File: src/rtl/xoff_holdoff_timer.sv
module xoff_holdoff_timer #(
  parameter int                    NUM_PRI       = 8,
  parameter logic [15:0]           PAUSE_DEFAULT = 16'd1024,
  parameter logic [NUM_PRI*16-1:0] PFC_DEFAULTS  = {NUM_PRI{16'd512}},
  localparam int                   NCH           = NUM_PRI + 1,
  localparam int                   AW            = $clog2(NCH)
) (
  input  logic           clk,
  input  logic           por_n,
  input  logic           cfg_rst_n,
  input  logic [1:0]     speed_sel,
  input  logic           wr_en,
  input  logic [AW-1:0]  wr_addr,
  input  logic [15:0]    wr_data,
  input  logic [NCH-1:0] xoff_active,
  input  logic [NCH-1:0] xoff_sent,
  input  logic [NCH-1:0] retx_en,
  output logic [NCH-1:0] retx_req
);

  localparam int CW = 19;

  logic fast_q;
  assign fast_q = (speed_sel == 2'b10);

  for (genvar c = 0; c < NCH; c++) begin : g_ch
    logic [15:0]   hold_q;
    logic [15:0]   dflt;
    logic [15:0]   eff;
    logic [CW-1:0] load;
    logic [CW-1:0] cnt_q;
    logic          armed_q;
    logic          req_q;
    logic          wr_hit;

    if (c == 0) begin : g_pause
      assign dflt = PAUSE_DEFAULT;
    end else begin : g_pfc
      assign dflt = PFC_DEFAULTS[(c-1)*16 +: 16];
    end

    assign wr_hit = wr_en && (wr_addr == AW'(c));
    assign eff    = (hold_q == 16'd0) ? 16'd1 : hold_q;
    assign load   = fast_q ? {2'b00, eff, 1'b0} : {eff, 3'b000};

    always_ff @(posedge clk) begin
      if (!por_n)          hold_q <= 16'hFFFF;
      else if (!cfg_rst_n) hold_q <= dflt;
      else if (wr_hit)     hold_q <= wr_data;
    end

    always_ff @(posedge clk) begin
      if (!por_n || !cfg_rst_n) begin
        cnt_q   <= '0;
        armed_q <= 1'b0;
        req_q   <= 1'b0;
      end else begin
        req_q <= 1'b0;
        if (!xoff_active[c]) begin
          cnt_q   <= '0;
          armed_q <= 1'b0;
        end else if (xoff_sent[c]) begin
          cnt_q   <= load;
          armed_q <= 1'b1;
        end else if (armed_q) begin
          if (cnt_q == CW'(1)) begin
            cnt_q   <= '0;
            armed_q <= 1'b0;
            req_q   <= retx_en[c];
          end else begin
            cnt_q <= cnt_q - CW'(1);
          end
        end
      end
    end

    assign retx_req[c] = req_q;

    AST_REQ_ONE_CYCLE: assert property (@(posedge clk) disable iff (!por_n || !cfg_rst_n)
      req_q |=> !req_q);
    AST_REQ_NEEDS_XOFF: assert property (@(posedge clk) disable iff (!por_n || !cfg_rst_n)
      req_q |-> $past(xoff_active[c]));
    AST_REQ_NEEDS_EN: assert property (@(posedge clk) disable iff (!por_n || !cfg_rst_n)
      req_q |-> $past(retx_en[c]));
    AST_LOAD_NONZERO: assert property (@(posedge clk) disable iff (!por_n || !cfg_rst_n)
      (xoff_active[c] && xoff_sent[c]) |=> (cnt_q != '0));
    AST_RELOAD_WINS: assert property (@(posedge clk) disable iff (!por_n || !cfg_rst_n)
      (xoff_active[c] && xoff_sent[c]) |=> !req_q);
  end

endmodule

File: config.mk
export PLATFORM = sky130hd
export DESIGN_NAME = xoff_holdoff_timer
export DESIGN_NICKNAME = d
export VERILOG_FILES = /design/src/rtl/xoff_holdoff_timer.sv
export SDC_FILE = /design/constraint.sdc
export NUM_CORES = 1
export LEC_CHECK = 0
export BUFFER_PORTS_ARGS = -buffer_cell sky130_fd_sc_hd__buf_2
export CAP_MARGIN = 20
export CORE_MARGIN = 2
export CORE_UTILIZATION = 57
export DETAILED_ROUTE_END_ITERATION = 10
export PLACE_DENSITY = 0.77
export SLEW_MARGIN = 20
export SYNTH_ARGS = -nofsm -noshare
export SYNTH_HDL_FRONTEND = slang
export SYNTH_SLANG_ARGS = --single-unit
File: constraint.sdc
create_clock -name clk -period 2.35 [get_ports clk]
set_input_delay 0 -clock clk [delete_from_list [all_inputs] [get_ports clk]]
set_output_delay 0 -clock clk [all_outputs]
set_load 0.02 [all_outputs]
# Word level (Yosys, flattened, before mapping)
# Index checks and enable logic that the tools add are counted.
[word_totals]
register_bits = 333
latch_bits = 0
ram_bits = 0
rom_bits = 0
inputBits = 53
output_inout_bits = 9
mem_count = 0
[op_classes]
addsub = 9
n_mul = 0
n_div = 0
magnitude_cmp = 0
eq_ne = 27
shifts = 0
mux = 90
bitwise = 27
reduce_logical = 50
[op_table]
columns = ["op", "count"]
rows = [
  ["$mux W19", 36],
  ["$mux W16", 27],
  ["$eq A19 B1 Y1 const B", 9],
  ["$sub A19 B1 Y19 const B", 9],
  ["$logic_not A16 Y1", 9],
  ["$reduce_or A5 Y1", 9],
  ["$mux W1", 27],
  ["$not A1 Y1", 27],
  ["$ne A2 B1 Y1 const B", 9],
  ["$reduce_bool A2 Y1", 9],
  ["$reduce_or A2 Y1", 9],
  ["$eq A4 B3 Y1 const B", 4],
  ["$logic_and A1 B1 Y1", 9],
  ["$eq A4 B2 Y1 const B", 2],
  ["$eq A4 B1 Y1 const B", 1],
  ["$eq A4 B4 Y1 const B", 1],
  ["$logic_not A4 Y1", 1],
  ["$eq A2 B2 Y1 const B", 1],
  ["$logic_not A1 Y1", 2],
  ["$reduce_and A2 Y1", 1],
  ["$logic_or A1 B1 Y1", 1],
]

# Logic depth before layout (Yosys ltp)
# Gate-level depths: netlist (run 1).
[logic_depth]
depth_word = 4
mapped_depth = 8
ltp_nobuf = 7

# Worst setup path before layout (run 1)
# No wires, ideal clock.
[synth_timing]
path_kind = "reg-to-reg"
from = "reg g_ch[5].cnt_q[8]"
to = "reg g_ch[5].cnt_q[5]"
setup_ns = 0.128
t_arrival_ns = 2.122
path_slack_ns = 0.101
stages_incl_launch_ff = 7
period_less_slack_ns = 2.249
path_cell_list = "dfxtp_1 or4_4 or4b_1 buf_2 o31a_1 a221oi_2 nor2_1"
[synth_between]
elab_chain_cells = 4
[synth_lines]
columns = ["element", "line", "rtl"]
rows = [
  ["start, declared", "31", "logic [CW-1:0] cnt_q;"],
  ["start signal, assigned", "63", "cnt_q <= load;"],
  ["start signal, assigned", "71", "cnt_q <= cnt_q - CW'(1);"],
  ["$eq A19 B1 Y1", "66", "if (cnt_q == CW'(1)) begin"],
  ["$mux W19", "66", ""],
  ["$mux W19", "65", "end else if (armed_q) begin"],
  ["$mux W19", "62", "end else if (xoff_sent[c]) begin"],
]
# No other way between the ends. The select of a mux whose other input is x is not followed.
# A chain may end at the register's enable or synchronous reset.

# Worst setup path after layout (run 1)
[layout_timing]
from = "reg g_ch[6].cnt_q[10]"
to = "reg g_ch[6].cnt_q[6]"
[layout_between]
elab_chain_cells = 4
[layout_lines]
columns = ["element", "line"]
rows = [
  ["start, declared", "31"],
  ["start signal, assigned", "63"],
  ["start signal, assigned", "71"],
  ["$eq A19 B1 Y1", "66"],
  ["$mux W19", "66"],
  ["$mux W19", "65"],
  ["$mux W19", "62"],
]
# No other way between the ends. The select of a mux whose other input is x is not followed.

==> run summary, run 1 <==
Pwr Total - 14.4 mW
Post-route ant nets - 0
Drc violations - 0
CTS Root Cell - clkbuf_16
Worst IR drop on VDD - 0.618 mV
Synthesis-to-finish area growth - 14.5%
Top-level port count - 62
Fin Clk Skew - 0.0111 ns
Met3 Use GR - 4.95%
Synthesized instance count - 2421
Crit path required time - 2.75 ns
Final Cell Area - 21400 um^2
Dpl hpwl - 35.8 mm
Net Switching - 3.95 mW
Ys Warns - 0
Tcrit/Tclk final - 95.7%
Fin cells - 2936
Worst hold path class - input pin to flop
Setup TNS Final - 0 ns
Register area share after synthesis - 35.6%
Die area - 34300 um^2
Starting Density - 57.7%
Post-synth net total - 2492
GR Util met1 - 43.8%
Met2 Resource Use GR - 50.5%
Register area - 6670 um^2
Combinational Power Share - 15.0%
Final hold violation count - 0
Routed WL per cell - 18.8 um
Grt total ovfl - 0
Slew @ Worst Pin - 0.962 ns
Clock transition at path regs - 0.06 ns
Clock power share - 42.0%
Final setup viols - 0
Startpoint types - flop
Input/output buffers - 61
Pwr/cell area - 673 nW/um^2
First-pass GRT wire length - 90.1 mm
Reg power frac - 43.0%
Clk buf depth - 3
Cells after DPL - 2820
Nets@finish - 2538
Average size of a mapped cell - 7.73 um^2
Pint - 10.5 mW
Maximum clock rate - 445 MHz
Leading register cell type out of synthesis - dfxtp_1
Global Route Usage Sum - 31.8%
Via/cell ratio - 6.48
Filler cells - 2688
RSZ-0062 raised after global routing - true
Switching part of the total - 27.4%
Routed via count - 19000
Setup WS post-layout - 0.100 ns
GR peak layer - met2
Worst Hold Slack - 0.0121 ns
Mapped Area - 18700 um^2
Max-slew violation count - 0
Die Y-Extent - 185 um
Site Rows - 66
Antenna violations before repair - 2
First-pass detailed-route iteration total - 5
Final wirelength - 55.2 mm
Iter 0 DRT Violations - 1776
CTS tree - built
Largest net degree at the start of global routing - 119
WS Path Type - flop to flop
Flops & latches, synth - 333
Min cycle time layout - 2.25 ns
Pleak - 9.00 nW
Slew margin rel. - 35.8%
CP Max Fanout - 9
Final core occ - 66.0%
Multi-input logic area - 11200 um^2
H-tree depth - 2
CTS Sinks - 333
Run status - finished, final reports clean
Worst Setup End Kind - flop
Vias in the first global route - 17700
Share of cells above drive strength 1 - 11.6%
Share of flip-flops with an asynchronous set or reset - 0%
Distinct cells, synth - 76
Die Wd - 185 um
Num CTS Buffers - 39
Clk_lat worst skew - 0.53 ns
Max cap viols - 0
Post-CTS setup buffers - 0
Post-synth EDFFs - 0
Arrival time worst endpoint - 2.65 ns
Core Box Area - 32500 um^2
Final GP Congestion - 0.953
Placed cell area - 19600 um^2
Placement Setup Slack - 0.0277 ns
-- registers in the layout, indices dropped and copies added (netlist names) --
signal	count
g_ch.cnt_q	171
g_ch.armed_q	9
g_ch.req_q	9
g_ch.hold_q	144
-- power groups by stage --
stage / sequential (mW) / combinational (mW) / clock (mW)
global route: 6.23 / 2.37 / 6.39
floorplan: 6.21 / 1.46 / 0
CTS: 6.19 / 2.09 / 6.11
finish: 6.20 / 2.16 / 6.07
global placement: 6.30 / 1.97 / 0
detailed placement: 6.31 / 2.02 / 0
-- final timing paths --
path | start | endpoint | slack, ns | cells after the start
setup / recovery | g_ch[6].cnt_q[10]$_SDFFE_PP0P_ | g_ch[6].cnt_q[6]$_SDFFE_PP0P_ | 0.10 | 5
hold / removal | xoff_active[7] | g_ch[7].cnt_q[1]$_SDFFE_PP0P_ | 0.01 | 4
setup reg to reg | g_ch[6].cnt_q[10]$_SDFFE_PP0P_ | g_ch[6].cnt_q[6]$_SDFFE_PP0P_ | 0.10 | 5
hold reg to reg | g_ch[0].cnt_q[18]$_SDFFE_PP0P_ | g_ch[0].cnt_q[18]$_SDFFE_PP0P_ | 0.50 | 2
-- cell usage after synthesis, types with 27 or more instances --
| cell | n | area (um^2) |
|---|---|---|
| dfxtp_1 | 333 | 6670 |
| nand4_1 | 42 | 263 |
| nand3_1 | 76 | 380 |
| and3_1 | 44 | 275 |
| clkbuf_1 | 184 | 691 |
| nor3_1 | 69 | 345 |
| nand2_1 | 403 | 1510 |
| a31oi_1 | 69 | 432 |
| inv_1 | 43 | 161 |
| nor2_1 | 167 | 627 |
| nor4_1 | 59 | 369 |
| a21oi_1 | 120 | 601 |
| mux2i_1 | 168 | 1680 |
| o21ai_0 | 183 | 916 |
| or4_1 | 36 | 270 |
| nor3b_1 | 27 | 203 |
| a221oi_1 | 45 | 394 |
-- routing by layer --
metal	part of all wire, %	up-vias
li1	-	9016
met5	0	-
met1	43	8981
met3	8.4	149
met2	45	888
met4	3.2	0
-- timing repair --
action | CTS | global route
hold buffers | 48 | 0
endpoints found under the hold margin | 163 | 0
gates resized for setup | 1 | 17
setup endpoints to repair | 1 | 22
cloned | 0 | 0
-- worst max-delay path, stage by stage (launching register included) --
cell and delay [ns]:
dfxtp_1 0.36, or4_1 0.64, nor4_4 0.33, nand3_1 0.39, a41oi_1 0.34, a21oi_1 0.09
-- placed cells by master (no fill, tap or decap), types with 48 or more instances in the layout --
master / Yosys / final
nor4_1: 59 / 56
buf_4: 9 / 97
dfxtp_1: 333 / 333
nand2_1: 403 / 403
o21ai_0: 183 / 183
nand3_1: 76 / 76
nor3_1: 69 / 69
mux2i_1: 168 / 168
a31oi_1: 69 / 67
a21oi_1: 120 / 118
dlygate4sd3_1: 0 / 48
buf_2: 5 / 60
nor2_1: 167 / 167
-- logic make-up (layout without fill, tap and decap cells) --
| logic type | after synthesis | after routing | synth area share [%] |
|---|---|---|---|
| mux | 192 | 192 | 10.4 |
| simple gates | 1028 | 1028 | 26.9 |
| compound gates | 594 | 594 | 20.3 |
| fa+ha+maj | 18 | 18 | 1.20 |
| buf+inv | 252 | 323 | 5.31 |
| xor+xnor | 4 | 4 | 0.187 |
| other cells | 0 | 2 | 0 |
| flops | 333 | 333 | 35.6 |
-- area by class of cell --
type / instances / area share [%]
Clock inverter: 6 / 0.514
Tap cell: 442 / 2.58
Multi-Input combinational cell: 1836 / 52.1
Clock buffer: 60 / 5.40
Antenna cell: 2 / 0.0234
Inverter: 48 / 0.841
Timing Repair Buffer: 209 / 7.42
Sequential cell: 333 / 31.1
(Power assumes the default switching activity.)
==> run 2, diff against run 1 <==
BUFFER_PORTS_ARGS = default   (was -buffer_cell sky130_fd_sc_hd__buf_2)
CORE_UTILIZATION = 58   (was 57)
DONT_BUFFER_PORTS = 1   (was default)
PLACE_DENSITY = 0.76   (was 0.77)
==> run 2 against run 1 <==
Effect of this change:
- critical path type unchanged
- final cell count fell by 2.9%
- setup slack got worse by 0.063 ns
- combinational power about the same
- global-route usage grew 0.89 points
- power up 3.0%
- via count decreased by 0.70%
- register-to-register slack got worse by 0.06 ns
- critical path depth did not move
- clock power increased by 7.2%
- largest power group is now clock
- core utilization rose by 1.6 points
- highest routed layer unchanged
- count of clock-buffer cells in the layout down 7
==> run summary, run 2 (synthesized netlist as in run 1, its figures left out) <==
Run status - finished, final reports clean
Input/output buffers - 0 (-100%)
Vias in the first global route - 17600 (-0.52%)
Biggest register - g_ch.cnt_q
Startpoint types - flop
Slew margin rel. - 29.2% (-6.7 points)
Share of cells above drive strength 1 - 9.21% (-2.4 points)
CTS Root Cell - clkbuf_16
Num CTS Buffers - 38 (-2.6%)
Post-route ant nets - 0 (unchanged)
Final core occ - 67.6% (+1.6 points)
Worst hold path class - input pin to flop
Clk buf depth - 3 (unchanged)
Drc violations - 0 (unchanged)
Final hold violation count - 0 (unchanged)
Die Wd - 184 um (-0.85%)
CTS Sinks - 333 (unchanged)
Routed via count - 18900 (-0.70%)
Final Cell Area - 21400 um^2 (-0.23%)
Pwr Total - 14.9 mW (+3.0%)
Nets@finish - 2485 (-2.1%)
Commonest non-fill, non-tap cell in the layout - nand2_1
Max cap viols - 0 (unchanged)
Arrival time worst endpoint - 2.72 ns (+0.07 ns)
Tcrit/Tclk final - 98.4% (+2.7 points)
Placement Setup Slack - 0.0234 ns (-0.00430 ns)
Fin cells - 2851 (-2.9%)
CTS tree - built
Final wirelength - 56.6 mm (+2.7%)
WS Path Type - flop to flop
Top-level port count - 62 (unchanged)
Grt total ovfl - 0 (unchanged)
Iter 0 DRT Violations - 2334 (+31%)
Starting Density - 59.1% (+1.5 points)
Clk_lat worst skew - 0.54 ns (about the same)
Antenna violations before repair - 5 (+3)
Clock transition at path regs - 0.06 ns (about the same)
Post-CTS setup buffers - 0 (unchanged)
Largest net degree at the start of global routing - 141 (+18%)
Placed cell area - 19100 um^2 (-2.6%)
Max reg flops - 171 (unchanged)
Synthesis-to-finish area growth - 14.2%
Cells after DPL - 2700 (-4.3%)
Crit path required time - 2.75 ns (about the same)
Worst IR drop on VDD - 0.598 mV (-3.3%)
RSZ-0062 raised after global routing - true
Die area - 33700 um^2 (-1.7%)
Worst Setup End Kind - flop
H-tree depth - 2 (unchanged)
Max-slew violation count - 0 (unchanged)
Core Box Area - 31600 um^2 (-2.5%)
Pleak - 8.87 nW (-1.5%)
Setup WS post-layout - 0.0371 ns (-0.0633 ns)
Worst Hold Slack - 0.0127 ns (+0.000503 ns)
Fin Clk Skew - 0.0215 ns (+0.0103 ns)
Most frequent cells in the layout - nand2_1 (403), dfxtp_1 (333), o21ai_0 (183)
Pwr/cell area - 695 nW/um^2 (+3.2%)
Via/cell ratio - 6.63 (+2.3%)
Dpl hpwl - 35.4 mm (-1.1%)
Global Route Usage Sum - 32.7% (+0.89 points)
Die Y-Extent - 184 um (-0.85%)
Worst r2r path cells - 5 (unchanged)
Maximum clock rate - 432 MHz (-2.7%)
First-pass GRT wire length - 91.3 mm (+1.3%)
Routed WL per cell - 19.9 um (+5.7%)
Site Rows - 65 (-1.5%)
Min cycle time layout - 2.31 ns (+0.0633 ns)
CP Max Fanout - 9 (unchanged)
Slew @ Worst Pin - 1.06 ns (+0.100 ns)
Cells on Worst Hold Path - 2 (-2)
Final GP Congestion - 0.955 (+0.26%)
Final setup viols - 0 (unchanged)
Setup TNS Final - 0 ns (unchanged)
First-pass detailed-route iteration total - 8 (+3)
Largest registers - g_ch.cnt_q x171, g_ch.hold_q x144
[run 2: changes by cell type in the layout (fill, tap and decap cells not counted), sizes merged]
cell,previous run,this run
bufinv,3,6
buf,161,84
inv,44,45
clkinvlp,2,4
clkbuf,60,53
dlygate4sd3,48,73
diode,2,6
clkinv,5,9
[run 2: timing repair]
action,in CTS,in global routing
resized for setup,0,19
setup endpoints to repair,0,41
hold buffers,76,0
endpoints found under the hold margin,329,0
[run 2: metal layers]
metal	track usage, %	vias up	routed length, um
li1	-	8927	-
met1	44.1	8946	23800
met2	52.4	869	25800
met3	5.41	158	4840
met4	13.1	0	2230
met5	0	-	0
[run 2: path summary, 6_finish.rpt]
| kind | to | slack, ns | from |
|---|---|---|---|
| hold reg to reg | g_ch[2].cnt_q[17]$_SDFFE_PP0P_ | 0.49 | g_ch[2].cnt_q[17]$_SDFFE_PP0P_ |
| hold / removal | g_ch[6].cnt_q[14]$_SDFFE_PP0P_ | 0.01 | xoff_active[6] |
| setup / recovery | g_ch[6].cnt_q[11]$_SDFFE_PP0P_ | 0.04 | g_ch[6].cnt_q[10]$_SDFFE_PP0P_ |
| setup reg to reg | g_ch[6].cnt_q[11]$_SDFFE_PP0P_ | 0.04 | g_ch[6].cnt_q[10]$_SDFFE_PP0P_ |
[run 2: worst max-delay path, stage by stage (launching register included)]
cell and delay, ns:
dfxtp_1 0.36, or4_1 0.68, nor4_4 0.32, a31oi_1 0.35
a221oi_1 0.40, nor2_1 0.07
[run 2: area by class of cell]
cell class / count / area, um^2
clock buffer: 53 / 1130
fill: 2598 / 10300
tap: 402 / 503
clock inverter: 16 / 251
sequential: 333 / 6670
antenna: 6 / 15.0
inverter: 48 / 180
multi-input combinational: 1836 / 11200
timing repair buffer: 157 / 1460
[run 2: where the power goes]
| group | switching (mW) | internal, mW | total, mW |
|---|---|---|---|
| clock network | 2.48 | 4.03 | 6.51 |
| registers | 0.308 | 5.90 | 6.21 |
| logic | 1.27 | 0.863 | 2.14 |
